## src/rtl/trap_entry_pkg.sv

```systemverilog
package trap_entry_pkg;

  localparam logic [8:0] TT_CLEAN_WIN = 9'h024;
  localparam logic [8:0] TT_CLASS_MSK = 9'h1C0;
  localparam logic [8:0] TT_SPILL_CLS = 9'h080;
  localparam logic [8:0] TT_FILL_CLS  = 9'h0C0;

  typedef enum logic [1:0] {
    WADJ_NONE  = 2'd0,
    WADJ_CLEAN = 2'd1,
    WADJ_SPILL = 2'd2,
    WADJ_FILL  = 2'd3
  } win_adj_e;

  function automatic win_adj_e classify_window(input logic [8:0] tt);
    win_adj_e k;
    if (tt == TT_CLEAN_WIN)                          k = WADJ_CLEAN;
    else if ((tt & TT_CLASS_MSK) == TT_SPILL_CLS)    k = WADJ_SPILL;
    else if ((tt & TT_CLASS_MSK) == TT_FILL_CLS)     k = WADJ_FILL;
    else                                             k = WADJ_NONE;
    return k;
  endfunction

endpackage

```

## src/rtl/trap_level_ctl.sv

```systemverilog
module trap_level_ctl #(
  parameter int MAXTL = 6,
  parameter int TLW   = $clog2(MAXTL + 1)
) (
  input  logic           clk,
  input  logic           rst_n,
  input  logic           trap_req,
  output logic [TLW-1:0] level_q,
  output logic [TLW-1:0] level_next,
  output logic           red_q,
  output logic           fatal_q,
  output logic           accept
);
  localparam logic [TLW-1:0] LMAX  = TLW'(MAXTL);
  localparam logic [TLW-1:0] LMAX1 = TLW'(MAXTL - 1);

  logic [TLW-1:0] level_d;
  logic           red_d, fatal_d, upd_en;

  assign accept     = trap_req && (level_q < LMAX);
  assign level_next = level_q + TLW'(1);
  assign upd_en     = trap_req;

  always_comb begin
    level_d = level_q;
    red_d   = red_q;
    fatal_d = fatal_q;
    if (trap_req) begin
      if (level_q >= LMAX) begin
        fatal_d = 1'b1;
      end else begin
        level_d = level_next;
        if (level_q >= LMAX1) red_d = 1'b1;
      end
    end
  end

  always_ff @(posedge clk or negedge rst_n) begin
    if (!rst_n) begin
      level_q <= '0;
      red_q   <= 1'b0;
      fatal_q <= 1'b0;
    end else if (upd_en) begin
      level_q <= level_d;
      red_q   <= red_d;
      fatal_q <= fatal_d;
    end
  end
endmodule

```

## src/rtl/trap_vector_calc.sv

```systemverilog
module trap_vector_calc #(
  parameter int PCW = 32,
  parameter int TLW = 3
) (
  input  logic [8:0]     tt,
  input  logic [TLW-1:0] new_level,
  input  logic [PCW-1:0] tbr,
  input  logic [PCW-1:0] htba,
  input  logic           hyp,
  output logic [PCW-1:0] pc,
  output logic [PCW-1:0] npc
);
  localparam logic [PCW-1:0] NORM_MSK = PCW'(15'h7FFF);
  localparam logic [PCW-1:0] HYP_MSK  = PCW'(14'h3FFF);
  localparam logic [PCW-1:0] LVL_BIT  = PCW'(15'h4000);

  logic [PCW-1:0] type_off;

  always_comb begin
    type_off = PCW'({tt, 5'b00000});
    if (hyp) begin
      pc = (htba & ~HYP_MSK) | type_off;
    end else begin
      pc = (tbr & ~NORM_MSK) | type_off;
      if (new_level > TLW'(1)) pc = pc | LVL_BIT;
    end
    npc = pc + PCW'(4);
  end
endmodule

```

## src/rtl/trap_window_adj.sv

```systemverilog
module trap_window_adj
  import trap_entry_pkg::*;
#(
  parameter int NWIN = 8,
  parameter int CWPW = $clog2(NWIN)
) (
  input  logic [8:0]      tt,
  input  logic [CWPW-1:0] cwp,
  input  logic [CWPW-1:0] cansave,
  output logic            adj_en,
  output logic [CWPW-1:0] cwp_adj
);
  win_adj_e kind;
  int       cur, cs, res;

  always_comb begin
    kind = classify_window(tt);
    cur  = int'(cwp);
    cs   = int'(cansave);
    unique case (kind)
      WADJ_CLEAN: res = (cur + 2*NWIN - 1) % NWIN;
      WADJ_SPILL: res = (cur + 2*NWIN - cs - 2) % NWIN;
      WADJ_FILL:  res = (cur + 1) % NWIN;
      default:    res = cur;
    endcase
    adj_en  = (kind != WADJ_NONE);
    cwp_adj = CWPW'(res);
  end
endmodule

```

## src/rtl/trap_stack.sv

```systemverilog
module trap_stack #(
  parameter int DEPTH = 8,
  parameter int IW    = $clog2(DEPTH),
  parameter int PCW   = 32,
  parameter int SW    = 8
) (
  input  logic           clk,
  input  logic           we,
  input  logic [IW-1:0]  wr_idx,
  input  logic [SW-1:0]  wr_state,
  input  logic [PCW-1:0] wr_pc,
  input  logic [PCW-1:0] wr_npc,
  input  logic [8:0]     wr_type,
  input  logic [IW-1:0]  rd_idx,
  output logic [SW-1:0]  rd_state,
  output logic [PCW-1:0] rd_pc,
  output logic [PCW-1:0] rd_npc,
  output logic [8:0]     rd_type
);
  localparam int EW = SW + 2*PCW + 9;

  logic [EW-1:0] slot [DEPTH];
  logic [EW-1:0] rd_word;

  for (genvar g = 0; g < DEPTH; g++) begin : g_slot
    logic slot_en;
    assign slot_en = we && (wr_idx == IW'(g));
    always_ff @(posedge clk) begin
      if (slot_en) slot[g] <= {wr_state, wr_pc, wr_npc, wr_type};
    end
  end

  assign rd_word = slot[rd_idx];
  assign {rd_state, rd_pc, rd_npc, rd_type} = rd_word;
endmodule

```

## src/rtl/trap_entry_unit.sv

```systemverilog
module trap_entry_unit #(
  parameter int MAXTL  = 6,
  parameter int SDEPTH = 8,
  parameter int NWIN   = 8,
  parameter int PCW    = 32,
  parameter int SW     = 8,
  parameter int TLW    = $clog2(MAXTL + 1),
  parameter int IW     = $clog2(SDEPTH),
  parameter int CWPW   = $clog2(NWIN)
) (
  input  logic            clk,
  input  logic            rst_n,
  input  logic            trap_req,
  input  logic [8:0]      trap_type,
  input  logic [PCW-1:0]  cur_pc,
  input  logic [PCW-1:0]  cur_npc,
  input  logic [SW-1:0]   state_word,
  input  logic [PCW-1:0]  tbr,
  input  logic [PCW-1:0]  htba,
  input  logic            hyp_mode,
  input  logic [CWPW-1:0] cwp,
  input  logic [CWPW-1:0] cansave,
  input  logic [IW-1:0]   rd_level,
  output logic [TLW-1:0]  trap_level,
  output logic            red_state,
  output logic            fatal_err,
  output logic            vec_valid,
  output logic [PCW-1:0]  vec_pc,
  output logic [PCW-1:0]  vec_npc,
  output logic            cwp_wr,
  output logic [CWPW-1:0] cwp_new,
  output logic [SW-1:0]   rd_state,
  output logic [PCW-1:0]  rd_pc,
  output logic [PCW-1:0]  rd_npc,
  output logic [8:0]      rd_type
);
  // reset: asserted asynchronously, released on a clock edge
  logic [1:0] rst_pipe;
  logic       rst_sync_n;

  always_ff @(posedge clk or negedge rst_n) begin
    if (!rst_n) rst_pipe <= 2'b00;
    else        rst_pipe <= {rst_pipe[0], 1'b1};
  end
  assign rst_sync_n = rst_pipe[1];

  logic [TLW-1:0]  lvl_next;
  logic            accept;
  logic [PCW-1:0]  calc_pc, calc_npc;
  logic            adj_en;
  logic [CWPW-1:0] cwp_adj;

  trap_level_ctl #(.MAXTL(MAXTL), .TLW(TLW)) u_level (
    .clk(clk), .rst_n(rst_sync_n), .trap_req(trap_req),
    .level_q(trap_level), .level_next(lvl_next),
    .red_q(red_state), .fatal_q(fatal_err), .accept(accept)
  );

  trap_vector_calc #(.PCW(PCW), .TLW(TLW)) u_vec (
    .tt(trap_type), .new_level(lvl_next), .tbr(tbr), .htba(htba),
    .hyp(hyp_mode), .pc(calc_pc), .npc(calc_npc)
  );

  trap_window_adj #(.NWIN(NWIN), .CWPW(CWPW)) u_win (
    .tt(trap_type), .cwp(cwp), .cansave(cansave),
    .adj_en(adj_en), .cwp_adj(cwp_adj)
  );

  trap_stack #(.DEPTH(SDEPTH), .IW(IW), .PCW(PCW), .SW(SW)) u_stack (
    .clk(clk), .we(accept), .wr_idx(IW'(lvl_next)),
    .wr_state(state_word), .wr_pc(cur_pc), .wr_npc(cur_npc),
    .wr_type(trap_type), .rd_idx(rd_level),
    .rd_state(rd_state), .rd_pc(rd_pc), .rd_npc(rd_npc), .rd_type(rd_type)
  );

  // output stage: strobes every cycle, data only on acceptance
  logic vec_valid_d, cwp_wr_d, data_en;

  always_comb begin
    vec_valid_d = accept;
    cwp_wr_d    = accept && adj_en;
    data_en     = accept;
  end

  always_ff @(posedge clk or negedge rst_sync_n) begin
    if (!rst_sync_n) begin
      vec_valid <= 1'b0;
      cwp_wr    <= 1'b0;
    end else begin
      vec_valid <= vec_valid_d;
      cwp_wr    <= cwp_wr_d;
    end
  end

  always_ff @(posedge clk or negedge rst_sync_n) begin
    if (!rst_sync_n) begin
      vec_pc  <= '0;
      vec_npc <= '0;
      cwp_new <= '0;
    end else if (data_en) begin
      vec_pc  <= calc_pc;
      vec_npc <= calc_npc;
      cwp_new <= cwp_adj;
    end
  end
endmodule

```

## config.mk

```make
export PLATFORM = sky130hd
export DESIGN_NAME = trap_entry_unit
export DESIGN_NICKNAME = d
export VERILOG_FILES = /design/src/rtl/trap_entry_pkg.sv /design/src/rtl/trap_level_ctl.sv /design/src/rtl/trap_vector_calc.sv /design/src/rtl/trap_window_adj.sv /design/src/rtl/trap_stack.sv /design/src/rtl/trap_entry_unit.sv
export SDC_FILE = /design/constraint.sdc
export NUM_CORES = 1
export LEC_CHECK = 0
export BUFFER_PORTS_ARGS = -buffer_cell sky130_fd_sc_hd__buf_2
export CORE_AREA = 2 2 262 264
export CTS_BUF_LIST = sky130_fd_sc_hd__clkbuf_4
export CTS_CLUSTER_SIZE = 8
export DETAILED_ROUTE_END_ITERATION = 10
export DIE_AREA = 0 0 264 266
export PLACE_DENSITY = 0.7
export RECOVER_POWER = 50
export SYNTH_ARGS = -nofsm -noshare
export SYNTH_HDL_FRONTEND = slang
export SYNTH_SLANG_ARGS = --single-unit
```

## constraint.sdc

```tcl
create_clock -name clk -period 4.25 [get_ports clk]
set_input_delay 0.425 -clock clk [delete_from_list [all_inputs] [get_ports clk]]
set_output_delay 0.425 -clock clk [all_outputs]
set_load 0.005 [all_outputs]
```

==> run summary <==
Outcome - finished, violations left
Violated checks - capacitance limit, slew limit
Max-cap check violation count - 1
Synth top area share - 73.1%
Min Clock Period, post-route - 3.23 ns
CP max FO - 54
Synth Flop Type - edfxtp_1
Adder-cell share of the synthesized area - 0.470%
Width of the die - 264 µm
Syn Inst Count - 1177
Largest family of logic cells by synthesized area - multiplexers
Crit Path Class - register to register
Clk_lat worst skew - 0.95 ns
Post-Synth XOR/XNOR Area - 0.150%
First-pass GRT wire length - 86800 µm
CP endpoint kind - register
Via density - 5.05
Mux cell area share after synthesis - 17.9%
Post-Layout Cell Count - 2702
Syn. warnings - 0
Rel. slew slack - -41.0%
Complex-gate fraction of the synthesized area - 0.695%
CTS tree - yes
Area growth, synth to finish - 21.3%
Crit path DAT - 3.81 ns
Number of synthesized register bits - 688
Vias - 13651
Setup-failing EPs final - 0
Antenna Nets Post-Route - 0
Place WS - 1.33 ns
Number of synthesized flops with an enable pin - 648
Final HPWL DP - 31200 µm
Worst Tran Pin Value - 2.11 ns
Cell Area, Synth - 26600 µm²
Global route overflow - 0
Clk root buf - clkbuf_4
Total power per unit cell area - 513 nW/µm²
Largest net degree at the start of global routing - 59
Die H - 266 µm
Nets - 1866
Worst path required time - 4.83 ns
Distinct cells, synth - 42
WL/cell - 21.3 µm
Min-Delay Path Class - input port to async pin
Crit share post-route - 76.0%
Mean area per synthesized cell - 22.6 µm²
Routability cong. - 0.804
Clock-pin slew on the worst setup and hold paths - 0.06 ns
# IOs - 313
Clock sinks - 688
DR pass1 iterations - 5
Core Region - 67700 µm²
Row count - 96
Ys async rst share - 5.81%
Port bufs - 274
Worst vdd ir - 0.398 mV
Most frequent cells in the layout - 648 x edfxtp_1, 255 x clkbuf_4, 176 x buf_2
Vias in the first global route - 15037
Max Fclk - 0.309 GHz
Simple-gate portion of the synthesized area - 1.60%
Total Routed Length - 57600 µm
Setup_tns - 0 ns
Endpoints failing hold - 0
Final WS setup - 1.02 ns
CTS Buffer Depth - 3
Leading area contributor after synthesis - edfxtp_1
TritonCTS buffer count - 174
Leak pwr - 11.0 nW
Initial antenna violation count - 4
Total GRT Usage - 16.6%
Violation count after the first detailed-route iteration - 771
CP Launch Type - register
H-tree depth - 4
RSZ-0062 raised after global routing - false
Sequential element share of the synthesized area - 76.8%
Clk_skew - 0.0553 ns
Cells after DPL - 2278
Commonest non-fill, non-tap cell in the layout - edfxtp_1
Die area - 70200 µm²
Initial Util - 39.3%
Top post-synthesis cells by area - edfxtp_1 73%, mux4_2 14%, dfrtp_1 3.8%
Slew Limit Fails - 39
Share of cells above drive strength 1 - 40.5%
Residual DRC - 0
-- metal layers --
metal  GRT usage (%)  routed length, µm  up-vias  share of wire (%)
li1                -                  -     5990                  -
met1            19.8              23500     7063                 41
met2            28.3              29200      505                 51
met3            4.93               3650       87                6.3
met4            6.51               1140        6                2.0
met5               0                 34        -              0.059
-- critical path, stage by stage (launching register included) --
cell and delay, ns:
dfrtp_1 0.52, nand2_4 0.12, nand2_1 0.40, bufinv_8 0.54, and3_4 0.72, buf_4 0.46
-- final timing paths --
kind,startpoint,endpoint,slack [ns],depth (start not counted)
max,u_level.level_q[2]$_DFFE_PN0P_,u_stack.slot[2][20]$_DFFE_PP_,1.02,5
max reg2reg,u_level.level_q[2]$_DFFE_PN0P_,u_stack.slot[2][20]$_DFFE_PP_,1.02,5
min reg2reg,rst_pipe[0]$_DFF_PN0_,rst_pipe[1]$_DFF_PN0_,0.36,0
max in group asynchronous,rst_pipe[1]$_DFF_PN0_,vec_pc[10]$_DFFE_PN0P_,2.05,1
min in group clk,cansave[2],cwp_new[2]$_DFFE_PN0P_,0.32,5
min,rst_n,rst_pipe[1]$_DFF_PN0_,0.32,3
-- cell families after synthesis --
family / count (synthesis)
flip-flops: 688
multiplexers: 263
buffers and inverters: 100
AND/OR/NAND/NOR: 79
AO/OA/AOI/OAI: 32
adder cells (fa/ha/maj): 10
XOR/XNOR: 3
other: 2
-- registers in the layout, indices dropped and copies added (netlist names) --
signal,count
u_level.level_q,3
cwp_new,3
u_level.fatal_q,1
u_level.red_q,1
vec_pc,26
vec_npc,2
rst_pipe,2
cwp_wr,1
u_stack.slot,648
vec_valid,1
-- cells in the mapped netlist (2+ instances only) --
| cell | count |
|---|---|
| buf_4 | 37 |
| xnor2_1 | 2 |
| ha_1 | 10 |
| a21oi_1 | 19 |
| a311oi_1 | 2 |
| inv_1 | 7 |
| buf_2 | 21 |
| nor4b_4 | 2 |
| o2111ai_1 | 2 |
| nor2b_1 | 2 |
| conb_1 | 2 |
| mux2_2 | 81 |
| buf_6 | 10 |
| nand2_1 | 29 |
| o21ai_1 | 5 |
| edfxtp_1 | 648 |
| nor2_1 | 22 |
| dfrtp_1 | 40 |
| mux2i_1 | 19 |
| and3_1 | 5 |
| a32oi_1 | 2 |
| nor3_1 | 4 |
| clkbuf_1 | 23 |
| and2_1 | 4 |
| mux4_2 | 162 |
-- layout make-up --
type | count | area [µm²]
Clock buffer | 255 | 1910
Sequential cell | 688 | 20500
Antenna cell | 1 | 2.50
Clock inverter | 42 | 300
Fill cell | 5666 | 35400
Multi-Input combinational cell | 397 | 5580
Tap cell | 882 | 1100
Inverter | 8 | 43.8
Timing Repair Buffer | 429 | 2900
-- report_power, final --
group / internal, W / switching (W) / total (W)
sequential: 0.00834 / 0.000290 / 0.00863
combinational: 0.00104 / 0.00140 / 0.00243
clock: 0.00298 / 0.00253 / 0.00552
total: 0.0124 / 0.00422 / 0.0166
-- stage by stage --
stage,hold WS [ns],utilization [%],instance area [µm²],total power [W]
2_1_floorplan,0.129,-,26700,0.0102
3_3_place_gp,0.215,42.8,29000,0.0110
3_5_place_dp,0.216,42.8,29000,0.0111
4_1_cts,0.103,47.9,32400,0.0169
5_1_grt,0.191,47.7,32300,0.0174
6_report,0.320,47.7,32300,0.0166
-- what timing repair did --
item,CTS,global route
buffers inserted,0,0
endpoints found under the hold margin,686,0
gates resized for setup,0,0
hold buffers,126,0
No activity file was read; power rests on OpenSTA's default activity.
